`config.mk`:
```
export PLATFORM = sky130hd
export DESIGN_NAME = cmp_timer
export DESIGN_NICKNAME = d
export VERILOG_FILES = /design/src/rtl/tmr_pkg.sv /design/src/rtl/tmr_prescaler.sv /design/src/rtl/tmr_counter.sv /design/src/rtl/tmr_cmp_chan.sv /design/src/rtl/cmp_timer.sv
export SDC_FILE = /design/constraint.sdc
export NUM_CORES = 1
export LEC_CHECK = 0
export ABC_AREA = 1
export BUFFER_PORTS_ARGS = -buffer_cell sky130_fd_sc_hd__buf_2
export CAP_MARGIN = 15
export CORE_ASPECT_RATIO = 0.5
export CORE_MARGIN = 5
export CORE_UTILIZATION = 60
export CTS_CLUSTER_SIZE = 10
export DETAILED_ROUTE_END_ITERATION = 8
export PLACE_DENSITY = 0.77
export SYNTH_ARGS = -nofsm -noshare
export SYNTH_HDL_FRONTEND = slang
export SYNTH_SLANG_ARGS = --single-unit
```
`constraint.sdc`:
```
create_clock -name clk_i -period 3.3 [get_ports clk_i]
set_input_delay 0.165 -clock clk_i [delete_from_list [all_inputs] [get_ports clk_i]]
set_output_delay 0.165 -clock clk_i [all_outputs]
set_load 0.02 [all_outputs]
```
`src/rtl/tmr_pkg.sv`:
```
package tmr_pkg;
  typedef enum logic [1:0] {
    REG_CNT   = 2'd0,
    REG_CMP_A = 2'd1,
    REG_CMP_B = 2'd2,
    REG_TOP   = 2'd3
  } reg_sel_e;

  localparam int FLG_OVF = 0;
  localparam int NUM_CH  = 2;
  localparam int NUM_FLG = NUM_CH + 1;
endpackage

```
`src/rtl/tmr_prescaler.sv`:
```
module tmr_prescaler #(
  parameter int PSC_W = 10
) (
  input  logic       clk_i,
  input  logic       rst_ni,
  input  logic [2:0] sel_i,
  output logic       tick_o
);
  logic [PSC_W-1:0] psc_q;
  logic [PSC_W-1:0] mask;
  logic             run;

  always_ff @(posedge clk_i or negedge rst_ni) begin
    if (!rst_ni) psc_q <= '0;
    else         psc_q <= psc_q + 1'b1;
  end

  always_comb begin
    run  = 1'b1;
    mask = '0;
    unique case (sel_i)
      3'd1:    mask = '0;
      3'd2:    mask = PSC_W'(7);
      3'd3:    mask = PSC_W'(63);
      3'd4:    mask = PSC_W'(255);
      3'd5:    mask = PSC_W'(1023);
      default: run  = 1'b0;
    endcase
  end

  assign tick_o = run && ((psc_q & mask) == mask);


  div8_spacing_chk: assert property (@(posedge clk_i) disable iff (!rst_ni)
    (sel_i == 3'd2 && $past(sel_i) == 3'd2 && tick_o) |-> !$past(tick_o));
endmodule

```
`src/rtl/tmr_counter.sv`:
```
module tmr_counter #(
  parameter int W = 8
) (
  input  logic         clk_i,
  input  logic         rst_ni,
  input  logic         tick_i,
  input  logic         wr_i,
  input  logic [W-1:0] wr_data_i,
  input  logic [W-1:0] top_i,
  output logic [W-1:0] cnt_o,
  output logic         blk_o,
  output logic         wrap_o,
  output logic         roll_o
);
  logic [W-1:0] cnt_q;
  logic         blk_q;
  logic         at_top;

  assign at_top = (cnt_q == top_i);

  always_ff @(posedge clk_i or negedge rst_ni) begin
    if (!rst_ni) begin
      cnt_q <= '0;
      blk_q <= 1'b0;
    end else if (wr_i) begin
      cnt_q <= wr_data_i;
      blk_q <= 1'b1;
    end else if (tick_i) begin
      blk_q <= 1'b0;
      cnt_q <= at_top ? '0 : cnt_q + 1'b1;
    end
  end

  assign wrap_o = tick_i && !wr_i && at_top;
  assign roll_o = tick_i && !wr_i && (cnt_q == {W{1'b1}});
  assign cnt_o  = cnt_q;
  assign blk_o  = blk_q;


  top_clear_chk: assert property (@(posedge clk_i) disable iff (!rst_ni)
    (tick_i && !wr_i && cnt_q == top_i) |=> (cnt_q == '0));


  idle_hold_chk: assert property (@(posedge clk_i) disable iff (!rst_ni)
    (!tick_i && !wr_i) |=> $stable(cnt_q));
endmodule

```
`src/rtl/tmr_cmp_chan.sv`:
```
module tmr_cmp_chan #(
  parameter int W        = 8,
  parameter int SYNC_DLY = 3
) (
  input  logic         clk_i,
  input  logic         rst_ni,
  input  logic         pwm_mode_i,
  input  logic         tick_i,
  input  logic         blk_i,
  input  logic [W-1:0] cnt_i,
  input  logic         wr_i,
  input  logic [W-1:0] wr_data_i,
  input  logic         load_i,
  output logic [W-1:0] act_o,
  output logic         set_o
);
  logic [W-1:0]        stage_q;
  logic [W-1:0]        act_q;
  logic [SYNC_DLY-1:0] pipe_q;
  logic                match;

  assign match = tick_i && !blk_i && (cnt_i == act_q);

  always_ff @(posedge clk_i or negedge rst_ni) begin
    if (!rst_ni) begin
      stage_q <= '0;
      act_q   <= '0;
    end else begin
      if (wr_i) stage_q <= wr_data_i;
      if (wr_i && !pwm_mode_i) act_q <= wr_data_i;
      else if (load_i)         act_q <= stage_q;
    end
  end

  generate
    if (SYNC_DLY > 1) begin : g_pipe
      always_ff @(posedge clk_i or negedge rst_ni) begin
        if (!rst_ni) pipe_q <= '0;
        else         pipe_q <= {pipe_q[SYNC_DLY-2:0], match};
      end
    end else begin : g_single
      always_ff @(posedge clk_i or negedge rst_ni) begin
        if (!rst_ni) pipe_q <= '0;
        else         pipe_q <= match;
      end
    end
  endgenerate

  assign set_o = pipe_q[SYNC_DLY-1];
  assign act_o = act_q;


  staged_hold_chk: assert property (@(posedge clk_i) disable iff (!rst_ni)
    (pwm_mode_i && !load_i) |=> $stable(act_q));


  first_stage_chk: assert property (@(posedge clk_i) disable iff (!rst_ni)
    (tick_i && !blk_i && cnt_i == act_q) |=> pipe_q[0]);
endmodule

```
`src/rtl/cmp_timer.sv`:
```
module cmp_timer
  import tmr_pkg::*;
#(
  parameter int W        = 8,
  parameter int SYNC_DLY = 3,
  parameter int PSC_W    = 10
) (
  input  logic               clk_i,
  input  logic               rst_ni,
  input  logic               mode_pwm_i,
  input  logic [2:0]         psc_sel_i,
  input  logic               wr_en_i,
  input  logic [1:0]         wr_addr_i,
  input  logic [W-1:0]       wr_data_i,
  input  logic [NUM_FLG-1:0] flag_clr_i,
  output logic [NUM_FLG-1:0] flags_o,
  output logic [W-1:0]       cnt_o,
  output logic               pwm_o
);
  logic               tick, blk, wrap, roll, ovf_evt;
  logic               wr_cnt, wr_top;
  logic [NUM_CH-1:0]  wr_cmp, cmp_set;
  logic [W-1:0]       top_q, cnt;
  logic [W-1:0]       cmp_act [NUM_CH];
  logic [NUM_FLG-1:0] flags_q;

  assign wr_cnt    = wr_en_i && (wr_addr_i == REG_CNT);
  assign wr_top    = wr_en_i && (wr_addr_i == REG_TOP);
  assign wr_cmp[0] = wr_en_i && (wr_addr_i == REG_CMP_A);
  assign wr_cmp[1] = wr_en_i && (wr_addr_i == REG_CMP_B);

  always_ff @(posedge clk_i or negedge rst_ni) begin
    if (!rst_ni)     top_q <= '1;
    else if (wr_top) top_q <= wr_data_i;
  end

  tmr_prescaler #(.PSC_W(PSC_W)) u_psc (
    .clk_i (clk_i),
    .rst_ni(rst_ni),
    .sel_i (psc_sel_i),
    .tick_o(tick)
  );

  tmr_counter #(.W(W)) u_cnt (
    .clk_i    (clk_i),
    .rst_ni   (rst_ni),
    .tick_i   (tick),
    .wr_i     (wr_cnt),
    .wr_data_i(wr_data_i),
    .top_i    (top_q),
    .cnt_o    (cnt),
    .blk_o    (blk),
    .wrap_o   (wrap),
    .roll_o   (roll)
  );

  generate
    for (genvar c = 0; c < NUM_CH; c++) begin : g_ch
      tmr_cmp_chan #(.W(W), .SYNC_DLY(SYNC_DLY)) u_ch (
        .clk_i     (clk_i),
        .rst_ni    (rst_ni),
        .pwm_mode_i(mode_pwm_i),
        .tick_i    (tick),
        .blk_i     (blk),
        .cnt_i     (cnt),
        .wr_i      (wr_cmp[c]),
        .wr_data_i (wr_data_i),
        .load_i    (wrap && mode_pwm_i),
        .act_o     (cmp_act[c]),
        .set_o     (cmp_set[c])
      );
    end
  endgenerate

  // overflow meaning depends on mode
  assign ovf_evt = mode_pwm_i ? wrap : roll;

  always_ff @(posedge clk_i or negedge rst_ni) begin
    if (!rst_ni) flags_q <= '0;
    else         flags_q <= (flags_q & ~flag_clr_i) | {cmp_set, ovf_evt};
  end

  assign flags_o = flags_q;
  assign cnt_o   = cnt;
  assign pwm_o   = mode_pwm_i && (cnt < cmp_act[0]);


  flag_sticky_chk: assert property (@(posedge clk_i) disable iff (!rst_ni)
    (|(flags_q & ~flag_clr_i)) |=>
      ((flags_q & $past(flags_q & ~flag_clr_i)) == $past(flags_q & ~flag_clr_i)));


  ctc_no_top_ovf_chk: assert property (@(posedge clk_i) disable iff (!rst_ni)
    (!mode_pwm_i && tick && !wr_cnt && cnt == top_q && top_q != '1
     && !flags_q[FLG_OVF]) |=> !flags_q[FLG_OVF]);


  pwm_start_high_chk: assert property (@(posedge clk_i) disable iff (!rst_ni)
    (mode_pwm_i && cnt_o == '0 && cmp_act[0] != '0) |-> pwm_o);
endmodule

```
* After elaboration in Yosys (flattened, before gate mapping)
Cells that the tools add are included.
Word-level totals: flip-flop bits (word level) 68, bits in latches 0, memory bits (writable) 0, memory bits (read-only) 0, input bits 20, output and inout port bits 12, memories 0
Cells by class: add/sub/neg operators 2, $mul 0, div/mod/pow operators 0, $lt $le $gt $ge 1, equality and inequality tests 13, shifts and indexed selects 0, muxes and demuxes 12, bitwise operators 4, reduce and logical (&&, ||, !) cells 23
Operator list (number):
- 8-bit two-way mux | 7
- 10-bit case mux with 4 select lines | 1
- 8-bit == test | 3
- 1-bit logical AND | 15
- 10-bit by 1-bit adder with 10-bit output, second input constant | 1
- 10-bit AND | 1
- 10-bit == test | 1
- 8-bit by 1-bit adder with 8-bit output, second input constant | 1
- 8-bit == test, second input constant | 1
- 8-bit < comparator | 1
- 3-bit by 2-bit == test with 1-bit output, second input constant | 2
- 3-bit == test, second input constant | 2
- 2-bit nonzero test | 3
- 5-bit OR reduction | 1
- 2-bit == test, second input constant | 2
- 1-bit two-way mux | 4
- 3-bit AND | 1
- 3-bit by 1-bit == test with 1-bit output, second input constant | 1
- 1-bit logical NOT | 3
- 3-bit NOT | 1
- 3-bit OR | 1
- 2-bit by 1-bit == test with 1-bit output, second input constant | 1
- 2-bit logical NOT | 1

* Logic depth before layout (Yosys ltp)
Gate-level depths: netlist (run 1).
depth after elaboration 10, gate-level depth with buffers 12, depth with buffers taken out 10

* Hierarchy
From an unflattened synthesis (run 1), not the netlist that was laid out.
Second synthesis, totals: cells, all modules 461, area total of the unflattened synthesis 3696.0 um^2
By module, submodules not included:
- tmr_cmp_chan | instances 2, cells an instance 115, area each 918.4 um^2
- tmr_counter | instances 1, cells an instance 100, area each 685.7 um^2
- cmp_timer | instances 1, cells an instance 69, area each 660.6 um^2
- tmr_prescaler | instances 1, cells an instance 62, area each 513.0 um^2

* Least setup slack after synthesis (run 1)
No wires, ideal clock.
path kind flip-flop to output port, start register u_cnt.cnt_q[1], in the netlist u_cnt.cnt_o[1], end output port pwm_o, data arrival time 1.504 ns, data required time 3.135 ns, path slack 1.631 ns, cell stages (with the launch flop) 7, buffers on the path 0, path through dfrtp_1 -> ha_1 -> a21oi_1 -> o21ai_0 -> nand3_1 -> nand2_1 -> a21oi_1
On the way: cells in the longest elaborated chain, start to end 2
Ends and longest elaborated chain:
- start: declaration | RTL line tmr_counter.sv:15 | logic [W-1:0] cnt_q;
- start signal: assignment | RTL line tmr_counter.sv:26 | cnt_q <= wr_data_i;
- start signal: assignment | RTL line tmr_counter.sv:30 | cnt_q <= at_top ? '0 : cnt_q + 1'b1;
- 8-bit < comparator | RTL line cmp_timer.sv:85 | assign pwm_o = mode_pwm_i && (cnt < cmp_act[0]);
- 1-bit logical AND | RTL line cmp_timer.sv:85
- end: declaration | RTL line cmp_timer.sv:18 | output logic pwm_o
No other way between the ends.

* Final worst setup path (run 1)
start register u_cnt.cnt_q[3], in the netlist u_cnt.cnt_o[3], end output port pwm_o
Same word-level chain as after synthesis.

==> flow_summary_export.csv, run 1 <==
group,metric,value,unit
global_routing,grt_pass1_wl,13500,um
floorplan,dieArea,7670,um2
sta,finalMaxSlewViolations,0,
power_and_ir_drop,leakagePower,2.03,nW
clock_network,cts_hold_buffers,0,
clock_network,h-tree-depth,3,
routing,vias_per_cell,5.51,
global_routing,grt_max_degree,53,
outcome,status,"finished clean",
final_layout,syn2layout_area_growth,12.4,%
clock_network,clock_sinks,68,
worst_setup_path,startpoint,"u_cnt.cnt_o[3]$_DFFE_PN0P_",
global_routing,grt_pass1_vias,2707,
routing,drt_wl_total,8050,um
clock_network,ctsResizeCount,0,
power_and_ir_drop,ir_drop,0.538,mV
run,maxCapViolations,0,
routing,vias,2790,
sta,finalHoldViolCount,0,
worst_setup_path,cp-end-kind,"output pin",
clock_network,clk_latency,0.34,ns
clock_network,root_buffer,"clkbuf_16",
placed_design,place_congestion,0.916,
clock_network,cts_made_buffers,9,
clock_network,clock_path_buffers,2,
final_layout,fin_nets,460,
worst_setup_path,cpPeakStageDelay,0.60,ns
global_routing,antenna_found_initial,0,
logic_synthesis,synthAdderAreaFrac,3.51,%
clock_network,clkSlewWorstSetupHoldPaths,0.05,ns
routing,firstDrtPassIters,5,
routing,drt-initial-drc-count,255,
logic_synthesis,synth.largest_area_cell,"dfrtp_1",
worst_setup_path,crit_path_frequent_cell,"a21oi_1",
sta,finalSetupViolCount,0,
floorplan,ios,32,
floorplan,die_y,64.5,um
power_and_ir_drop,power.density,641,nW/um2
worst_setup_path,worst_ep_arrival_time,2.01,ns
sta,slew_headroom,49.4,%
logic_synthesis,synth_top_area_share,42.2,%
worst_setup_path,crit_cells,7,
worst_hold_path,min_path_type,"in -> reg",
worst_setup_path,worst-r2r-cell-count,8,
global_routing,grt.total_usage,23.1,%
worst_setup_path,endpoint,"pwm_o",
sta,rsz0062_at_grt,"false",
logic_synthesis,synth-seq-cells,68,
logic_synthesis,synth_edf_count,0,
logic_synthesis,synth_nets,429,
logic_synthesis,async_flop_share,100,%
worst_setup_path,reg2reg_slack,1.54,ns
logic_synthesis,synth_compound_area_share,9.56,%
logic_synthesis,synth.avg_cell_area,8.92,um2
sta,finClkSkew,0.00924,ns
sta,finalCriticalPeriod,2.17,ns
sta,clock.fmax,0.460,GHz
floorplan,std_cell_rows,19,
clock_network,postCtsSetupBuffers,0,
logic_synthesis,ys.flop_type,"dfrtp_1",
logic_synthesis,yosysWarnings,0,
logic_synthesis,seq_area_frac_synth,48.1,%
logic_synthesis,synth_top_family_by_area,"simple AND/OR/NAND/NOR gates",
sta,tns,0,ns
placed_design,dpl_worst_slack,1.49,ns
worst_setup_path,startpoint_type,"flip-flop",
final_layout,diodes,0,
worst_setup_path,path_buf_inv,1,
floorplan,initial_core_util,63.4,%
routing,ant_nets,0,
sta,tightest_slew,0.758,ns
worst_setup_path,r2r_start,"u_cnt.cnt_o[6]$_DFFE_PN0P_",
logic_synthesis,synth_area_leaders,"dfrtp_1 (42%), nand2_1 (12%), dfstp_2 (5.9%), o21ai_0 (5.8%), inv_1 (4.3%)",
worst_setup_path,crit_chain,"ha_1 -> a21oi_1 -> o21ai_0 -> nand3_1 -> nand2_1 -> a21oi_1 -> buf_2",
routing,drc_errors,0,
logic_synthesis,synth.area.mux_share,0,%
logic_synthesis,syn_inst,399,
sta,period_share,65.8,%
logic_synthesis,synth_cell_types,35,
worst_setup_path,crit_family,"flip-flops",
floorplan,core_region_area,5610,um2
worst_setup_path,cp_slowest_cell,"dfrtp_1",
routing,wl_per_cell,15.9,um
placed_design,io_buffers,31,
worst_setup_path,crit_required,3.13,ns
worst_setup_path,crit_type,"reg -> out",
final_layout,drive_above_1_share,18.2,%
placed_design,hpwl,5610,um
logic_synthesis,syn_area,3560,um2
floorplan,fp.dieW,119,um
worst_setup_path,rr_endpoint,"g_ch[0].u_ch.act_o[4]$_DFFE_PN0P_",
clock_network,cts_tree,"done",
global_routing,gr-total-overflow,0,
sta,worst_slack,1.13,ns
logic_synthesis,synth-simple-area-share,24.7,%
logic_synthesis,synthXorXnorAreaFrac,6.36,%
worst_setup_path,critPathMaxFanout,8,
report_power, final:
group / total, W / internal, W / switching (W) / leakage [nW]
registers: 0.00111 / 0.000964 / 0.000144 / 0.853
logic: 0.000554 / 0.000241 / 0.000313 / 1.04
clock network: 0.000902 / 0.000573 / 0.000329 / 0.135
worst min-delay path by stage:
stage	end	cells after the start	from	slack, ns
floorplan	flags_o[0]$_DFF_PN0_	0	rst_ni	-0.13
global placement	g_ch[0].u_ch.pipe_q[2]$_DFF_PN0_	0	g_ch[0].u_ch.pipe_q[1]$_DFF_PN0_	0.34
detailed placement	g_ch[0].u_ch.pipe_q[1]$_DFF_PN0_	0	g_ch[0].u_ch.pipe_q[0]$_DFF_PN0_	0.34
CTS	flags_o[1]$_DFF_PN0_	2	flag_clr_i[1]	0.006
global route	flags_o[1]$_DFF_PN0_	2	flag_clr_i[1]	0.005
finish	flags_o[1]$_DFF_PN0_	2	flag_clr_i[1]	0.01
flip-flops by register name, summed over array words and instances (netlist names):
signal / flops
top_q: 8
g_ch.u_ch.stage_q: 16
g_ch.u_ch.pipe_q: 6
g_ch.u_ch.act_o: 16
u_psc.psc_q: 10
flags_o: 3
u_cnt.cnt_o: 8
u_cnt.blk_o: 1
kinds of logic after synthesis:
kind of cell,count (synthesis)
simple gates,180
flops,68
compound gates,59
buf+inv,57
xor+xnor,25
fa+ha+maj,10
synthesized netlist by cell type, drive strengths merged, types with 4 or more instances:
cell      n
a21oi     5
buf      11
dfrtp    60
dfstp     8
ha       10
inv      43
nand2   113
nand3    39
nand4     6
nor2     14
nor3      4
o211ai    7
o21ai    41
o21bai    4
xnor2    16
xor2      9
worst reg2reg max path, cell delays in order (launching register included):
cell	delay [ns]
dfrtp_1	0.60
xnor2_2	0.16
nand2_1	0.08
nor2_2	0.18
nand2_4	0.13
nor2_4	0.12
nand2_4	0.17
nand3_1	0.14
nand2_1	0.07
area by class of cell:
| cell class | instances | area [um2] |
|---|---|---|
| clock buffer | 11 | 233 |
| clock inverter | 3 | 40.0 |
| fill | 433 | 1610 |
| inverter | 43 | 161 |
| multi-input combinational | 274 | 1570 |
| sequential | 68 | 1710 |
| tap | 73 | 91.3 |
| timing repair buffer | 34 | 193 |
cell usage in the layout, fill, tap and decap left out, types with 4 or more instances in the layout:
cell,synthesis,routed
xnor2_1,15,15
nand4_1,6,6
inv_1,41,41
ha_1,10,10
o21ai_0,41,41
nor3_1,4,4
o211ai_1,6,6
clkbuf_16,0,9
dfstp_2,8,8
nand3_2,11,11
a21oi_1,5,5
nor2_1,9,9
nand2_1,110,110
nand3_1,27,27
xor2_1,9,9
buf_2,3,31
dfrtp_1,60,60
per-layer routing:
| layer | track usage (%) | routed length (um) | vias to the layer above |
|---|---|---|---|
| li1 | - | - | 1358 |
| met2 | 37.2 | 3750 | 74 |
| met5 | 0 | 0 | - |
| met4 | 6.06 | 87 | 0 |
| met3 | 7.73 | 437 | 8 |
| met1 | 30.6 | 3780 | 1350 |
per-stage QoR:
stage                     total power, W  utilization (%)  cell area (um2)  cells  hold slack (ns)
after floorplan                  0.00152                -             3560    399           -0.131
after global placement           0.00164             65.9             3700    490            0.336
after detailed placement         0.00167             65.9             3700    490            0.341
after CTS                        0.00257             70.8             3970    504          0.00640
after global routing             0.00271             71.3             4000    506          0.00507
final                            0.00256             71.3             4000    506           0.0122
Note: power is estimated with default switching activity, not from simulation.
==> run 2: changes to the inputs <==
Settings changed: ABC_AREA 1 to 0, CORE_UTILIZATION 60 to 59.
Clock period 3.3 ns to 2.1 ns, I/O delays scaled along.
==> run 2 against run 1 <==
Compared with the run above: the flow now finishes with violations (negative setup slack); die area decreased by 4.8%; cell area increased by 3.3%; sequential power increased by 49%; register-to-register slack got worse by 1.6 ns; area after synthesis decreased by 7.0%; first-iteration DRC count decreased by 22%; clock power increased by 93%; clock skew decreased by 0.0059 ns; power increased by 66%; largest cell class unchanged; highest routed layer unchanged.
==> flow_summary_export.csv, run 2 <==
group,metric,value,unit
floorplan,die_y,63.0,um
logic_synthesis,synth_area_leaders,"dfrtp_1 (45%), mux2_2 (8.2%), dfstp_2 (6.3%), mux2i_1 (4.8%), ha_1 (3.8%)",
logic_synthesis,syn_area,3310,um2
final_layout,fin_nets,381,
worst_hold_path,hold_end,"flags_o[2]$_DFF_PN0_",
routing,vias,2448,
power_and_ir_drop,p_int,0.00312,W
power_and_ir_drop,switchingPower,0.00114,W
final_layout,drive_above_1_share,31.5,%
floorplan,core_region_area,5470,um2
sta,finalHoldViolCount,0,
logic_synthesis,yosysWarnings,0,
logic_synthesis,ys.flop_type,"dfrtp_1",
logic_synthesis,ys_top_cells_by_count,"dfrtp_1 (60), nand2_1 (29), mux2_2 (24), mux2i_1 (16), o21ai_0 (16)",
floorplan,std_cell_rows,19,
power_and_ir_drop,leakagePower,1.83,nW
placed_design,place_area,3670,um2
global_routing,antenna_found_initial,0,
placed_design,io_buffers,31,
logic_synthesis,seq_area_frac_synth,51.7,%
worst_setup_path,worst-r2r-cell-count,9,
logic_synthesis,synth_nets,322,
sta,worst_slack,-0.0253,ns
sta,finalSetupViolCount,4,
routing,ant_nets,0,
run,maxCapViolations,0,
worst_setup_path,crit_required,2.31,ns
final_layout,final_cell_mix,"dfrtp_1 (59), buf_2 (30), nand2_1 (27)",
logic_synthesis,synth_most_common_cell,"dfrtp_1",
power_and_ir_drop,power.density,1030,nW/um2
final_layout,syn2layout_area_growth,24.9,%
sta,finClkSkew,0.00332,ns
global_routing,grt_util_met3,7.25,%
clock_network,cts_made_buffers,9,
clock_network,h-tree-depth,3,
floorplan,ios,32,
logic_synthesis,syn_inst,292,
routing,drc_errors,0,
outcome,status,"finished, violations left",
power_and_ir_drop,power_frac_clock,40.7,%
logic_synthesis,synth.avg_cell_area,11.3,um2
global_routing,met2_usage,34.9,%
power_and_ir_drop,combPwrFrac,20.7,%
worst_hold_path,min_path_type,"in -> reg",
clock_network,clock_path_buffers,2,
clock_network,clock_sinks,68,
worst_setup_path,critPathMaxFanout,8,
final_layout,design_area,4130,um2
global_routing,gr-total-overflow,0,
global_routing,grt_pass1_wl,12400,um
sta,clock.fmax,0.471,GHz
worst_setup_path,crit_type,"reg -> reg",
global_routing,grt_util_met1,29.2,%
sta,finalCriticalPeriod,2.13,ns
power_and_ir_drop,ir_drop,0.553,mV
worst_setup_path,cp-end-kind,"flip-flop",
clock_network,clkSlewWorstSetupHoldPaths,0.05,ns
logic_synthesis,synth_cell_types,38,
final_layout,final_core_util,75.6,%
routing,wl_per_cell,17.4,um
routing,drt-initial-drc-count,199,
logic_synthesis,synth.largest_area_cell,"dfrtp_1",
logic_synthesis,synth_top_area_share,45.4,%
worst_hold_path,worstHoldStart,"flag_clr_i[2]",
power_and_ir_drop,total_power,0.00427,W
sta,rsz0062_at_grt,"true",
power_and_ir_drop,p_seq_share,38.6,%
routing,vias_per_cell,5.71,
worst_setup_path,startpoint_type,"flip-flop",
logic_synthesis,synth_edf_count,0,
placed_design,dpl_worst_slack,0.0109,ns
logic_synthesis,async_flop_share,100,%
final_layout,diodes,0,
sta,fin_hold_ws,0.0404,ns
routing,drt_wl_total,7470,um
worst_setup_path,rr_endpoint,"g_ch[0].u_ch.act_o[7]$_DFFE_PN0P_",
floorplan,dieArea,7300,um2
sta,period_share,101,%
sta,tightest_slew,0.728,ns
clock_network,cts_tree,"done",
placed_design,hpwl,5040,um
worst_setup_path,worst_ep_arrival_time,2.34,ns
placed_design,place_congestion,0.895,
floorplan,fp.dieW,116,um
worst_setup_path,reg2reg_slack,-0.03,ns
sta,slew_headroom,51.4,%
global_routing,gr-max-usage-layer,"met2",
global_routing,grt_pass1_vias,2471,
worst_setup_path,r2r_start,"top_q[7]$_DFFE_PN1P_",
logic_synthesis,synth-seq-cells,68,
routing,firstDrtPassIters,4,
worst_hold_path,whs_path_depth,3,
sta,finalMaxSlewViolations,0,
outcome,violations,"negative setup slack",
global_routing,grt.total_usage,22.3,%
final_layout,n_fill_cell,358,
global_routing,grt_max_degree,38,
final_layout,final_common_cell,"dfrtp_1",
floorplan,initial_core_util,60.5,%
clock_network,clk_latency,0.33,ns
clock_network,root_buffer,"clkbuf_16",
power_and_ir_drop,p_sw_share,26.8,%
==> run 2: cell count changes after synthesis, sizes merged, moves of 15 or more <==
cell   delta
nand3    -33
o21ai    -15
nand2    -84
mux2i    +16
mux2     +24
inv      -28
==> run 2: layout make-up <==
| type | instances | area, um2 | area share, % |
|---|---|---|---|
| Inverter | 15 | 56.3 | 1.36 |
| Timing Repair Buffer | 56 | 393 | 9.50 |
| Sequential cell | 68 | 1710 | 41.4 |
| Tap cell | 73 | 91.3 | 2.21 |
| Multi-Input combinational cell | 201 | 1530 | 37.0 |
| Clock inverter | 6 | 111 | 2.69 |
| Clock buffer | 10 | 239 | 5.78 |
==> run 2: critical path: stages (launching register included) <==
cell and delay, ns:
dfstp_2 0.54, xor2_1 0.06, nor4_1 0.28, buf_4 0.19
nand2_4 0.06, nor4b_4 0.22, buf_4 0.18, clkbuf_16 0.16
mux2i_1 0.21, o21ai_1 0.10
==> run 2: worst max path at each step <==
| stage | start | endpoint | slack, ns | cells after the start |
|---|---|---|---|---|
| floorplan | u_cnt.cnt_o[0]$_DFFE_PN0P_ | g_ch[1].u_ch.act_o[0]$_DFFE_PN0P_ | 0.04 | 8 |
| global placement | top_q[1]$_DFFE_PN1P_ | g_ch[1].u_ch.act_o[0]$_DFFE_PN0P_ | 0.08 | 7 |
| detailed placement | top_q[1]$_DFFE_PN1P_ | g_ch[0].u_ch.act_o[7]$_DFFE_PN0P_ | 0.01 | 7 |
| CTS | top_q[1]$_DFFE_PN1P_ | g_ch[1].u_ch.act_o[6]$_DFFE_PN0P_ | 0.001 | 7 |
| global route | top_q[7]$_DFFE_PN1P_ | g_ch[0].u_ch.act_o[6]$_DFFE_PN0P_ | -0.12 | 9 |
| finish | top_q[7]$_DFFE_PN1P_ | g_ch[0].u_ch.act_o[7]$_DFFE_PN0P_ | -0.03 | 9 |
==> run 2: what timing repair did <==
item / 4_1_cts / 5_1_grt
buffers inserted: 0 / 4
pin swaps: 2 / 5
cloned: 0 / 1
hold buffers: 2 / 0
resized for setup: 7 / 8
endpoints found under the hold margin: 28 / 0
setup endpoints to repair: 7 / 17
==> run 2: logic make-up after synthesis <==
| family | share of synthesized area [%] |
|---|---|
| simple gates | 12.2 |
| fa+ha+maj | 3.78 |
| mux | 13.0 |
| flops | 51.7 |
| buf+inv | 3.36 |
| xor+xnor | 6.35 |
| compound gates | 9.56 |
==> run 2: stage by stage <==
step                      cells  setup TNS (ns)
after CTS                   424               0
after global placement      406               0
after detailed placement    406               0
final                       429         -0.0462
after floorplan             292               0
after global routing        429           -1.66
==> run 2: power groups by stage <==
stage	Clock (W)	Sequential [W]	Combinational, W
global placement	0	0.00165	0.000768
detailed placement	0	0.00166	0.000800
floorplan	0	0.00170	0.000441
finish	0.00174	0.00165	0.000883
global route	0.00184	0.00167	0.000977
CTS	0.00177	0.00165	0.000834
==> run 2: routing by layer <==
metal  up-vias  part of all wire [%]
li1       1151                     -
met1      1211                    44
met2        74                    48
met3        12                   6.9
met4         0                   1.4
met5         -                     0
==> run 3: changes to the inputs <==
Settings changed: ABC_AREA 0 to 1, GPL_ROUTABILITY_DRIVEN from default to 0, PLACE_DENSITY 0.77 to 0.76.
==> run 3 against run 2 <==
Compared with the run above: the flow now finishes without violations; cell area fell by 0.64%; die area rose by 6.6%; fmax rose by 6.3%; via count rose by 17%; clock skew rose by 0.0038 ns; sequential power rose by 5%; worst hold slack got worse by 0.012 ns; non-clock buffer count fell by 14; sequential share of layout area rose by 0.30 points; critical path depth fell by 2; global-route usage rose by 1.6 points; cell count rose by 21%.
==> flow_summary_export.csv, run 3 (same netlist as run 1, synthesis figures left out) <==
group,metric,value,unit
power_and_ir_drop,ir_drop,0.495,mV
worst_setup_path,crit_path_frequent_cell,"a21oi_1",
global_routing,gr-total-overflow,0,
floorplan,ios,32,
sta,rsz0062_at_grt,"false",
sta,finClkSkew,0.00710,ns
clock_network,clock_sinks,68,
worst_setup_path,path_buf_inv,1,
worst_hold_path,hold_end,"u_cnt.cnt_o[5]$_DFFE_PN0P_",
placed_design,io_buffers,31,
placed_design,hpwl,5870,um
clock_network,clk_latency,0.33,ns
final_layout,final_common_cell,"nand2_1",
final_layout,design_area,4110,um2
run,maxCapViolations,0,
worst_setup_path,reg2reg_slack,0.33,ns
global_routing,grt_pass1_wl,14300,um
outcome,status,"finished clean",
worst_setup_path,cp-end-kind,"output pin",
routing,drt_wl_total,8420,um
placed_design,place_area,3750,um2
floorplan,initial_core_util,59.8,%
final_layout,diodes,0,
sta,tightest_slew,0.652,ns
clock_network,postCtsSetupBuffers,0,
floorplan,dieArea,7780,um2
routing,vias_per_cell,5.50,
global_routing,grt_pass1_vias,2834,
routing,vias,2861,
global_routing,grt_max_degree,28,
global_routing,antenna_found_initial,0,
worst_setup_path,crit_family,"flip-flops",
worst_setup_path,critPathMaxFanout,8,
power_and_ir_drop,total_power,0.00424,W
worst_setup_path,cpPeakStageDelay,0.50,ns
routing,drc_errors,0,
sta,fin_hold_ws,0.0282,ns
clock_network,cts_made_buffers,9,
floorplan,die_y,64.9,um
sta,finalSetupViolCount,0,
worst_setup_path,worst-r2r-cell-count,8,
final_layout,final_cell_mix,"nand2_1 (110), dfrtp_1 (58), inv_1 (41), o21ai_0 (41), buf_2 (31)",
clock_network,root_buffer,"clkbuf_16",
worst_hold_path,whs_path_depth,3,
routing,drt-initial-drc-count,242,
worst_hold_path,min_path_type,"in -> reg",
clock_network,clkSlewWorstSetupHoldPaths,0.05,ns
final_layout,drive_above_1_share,20.1,%
global_routing,grt.total_usage,23.9,%
floorplan,fp.dieW,120,um
worst_setup_path,startpoint_type,"flip-flop",
routing,wl_per_cell,16.2,um
worst_setup_path,rr_endpoint,"g_ch[0].u_ch.act_o[1]$_DFFE_PN0P_",
sta,slew_headroom,56.5,%
clock_network,cts_tree,"done",
sta,finalMaxSlewViolations,0,
worst_setup_path,crit_required,2.00,ns
final_layout,syn2layout_area_growth,15.4,%
floorplan,core_region_area,5960,um2
sta,clock.fmax,0.500,GHz
routing,ant_nets,0,
worst_setup_path,worst_ep_arrival_time,1.89,ns
worst_setup_path,cp_slowest_cell,"dfrtp_2",
final_layout,fin_nets,468,
worst_setup_path,r2r_start,"u_cnt.cnt_o[4]$_DFFE_PN0P_",
worst_setup_path,crit_chain,"ha_1 -> a21oi_1 -> o21ai_0 -> nand3_1 -> nand2_1 -> a21oi_1 -> buf_2",
worst_hold_path,worstHoldStart,"wr_data_i[5]",
routing,firstDrtPassIters,5,
clock_network,h-tree-depth,3,
clock_network,clock_path_buffers,2,
power_and_ir_drop,leakagePower,2.08,nW
floorplan,std_cell_rows,20,
sta,finalHoldViolCount,0,
worst_setup_path,crit_type,"reg -> out",
sta,tns,0,ns
sta,finalCriticalPeriod,2.00,ns
power_and_ir_drop,power.density,1030,nW/um2
sta,period_share,95.2,%
==> run 3: changes by cell type in the layout (fill, tap and decap cells not counted), moves of 14 or more <==
| cell | before | now |
|---|---|---|
| inv_1 | 15 | 41 |
| mux2i_1 | 15 | 0 |
| nand3_1 | 5 | 27 |
| mux2_2 | 24 | 0 |
| nand2_1 | 27 | 110 |
| buf_4 | 21 | 7 |
| o21ai_1 | 17 | 0 |
| o21ai_0 | 9 | 41 |
==> run 3: where the power goes <==
part	switching, W	internal [W]
logic	0.000520	0.000389
registers	0.000219	0.00152
clock network	0.000529	0.00106
total	0.00127	0.00297
==> run 3: worst max path at each step <==
stage,start,endpoint,cells after the start,slack [ns]
floorplan,u_cnt.cnt_o[1]$_DFFE_PN0P_,pwm_o,6,0.49
global placement,u_cnt.cnt_o[4]$_DFFE_PN0P_,g_ch[0].u_ch.act_o[4]$_DFFE_PN0P_,7,0.41
detailed placement,u_cnt.cnt_o[3]$_DFFE_PN0P_,g_ch[0].u_ch.act_o[1]$_DFFE_PN0P_,8,0.38
CTS,u_cnt.cnt_o[3]$_DFFE_PN0P_,pwm_o,7,0.04
global route,u_cnt.cnt_o[1]$_DFFE_PN0P_,pwm_o,7,0.01
finish,u_cnt.cnt_o[3]$_DFFE_PN0P_,pwm_o,7,0.10
==> run 3: final cells by class <==
cell class                      count  area (um2)
Inverter                           43         161
Clock buffer                       11         243
Multi-Input combinational cell    274        1570
Clock inverter                      5        75.1
Sequential cell                    68        1710
Timing Repair Buffer               42         248
Fill cell                         464        1850
Tap cell                           77        96.3
==> run 3: metal layers <==
layer  global-route usage [%]  share of wire (%)  vias to the layer above
met3                     7.41                7.5                       18
met2                     36.8                 45                      107
met5                        0                  0                        -
li1                         -                  -                     1375
met4                     8.70                1.8                        0
met1                     32.1                 46                     1361
==> run 3: timing repair <==
| item | 4_1_cts | 5_1_grt |
|---|---|---|
| endpoints found under the setup margin | 0 | 1 |
| hold endpoints to repair | 18 | 0 |
| gates resized for setup | 0 | 2 |
| hold buffers | 4 | 0 |
==> run 3: per-stage QoR <==
stage	util, %	std cells	setup slack [ns]
after floorplan	-	399	0.491
after global placement	62.9	500	0.407
after detailed placement	62.9	500	0.375
after CTS	68.9	520	0.0446
after global routing	69.0	520	0.00974
final	69.0	520	0.101
==> run 3: worst min-delay path, delay by kind of cell <==
family	cells	cell delay [ns]
buffers and inverters	1	0.10
and+or+nand+nor	2	0.12
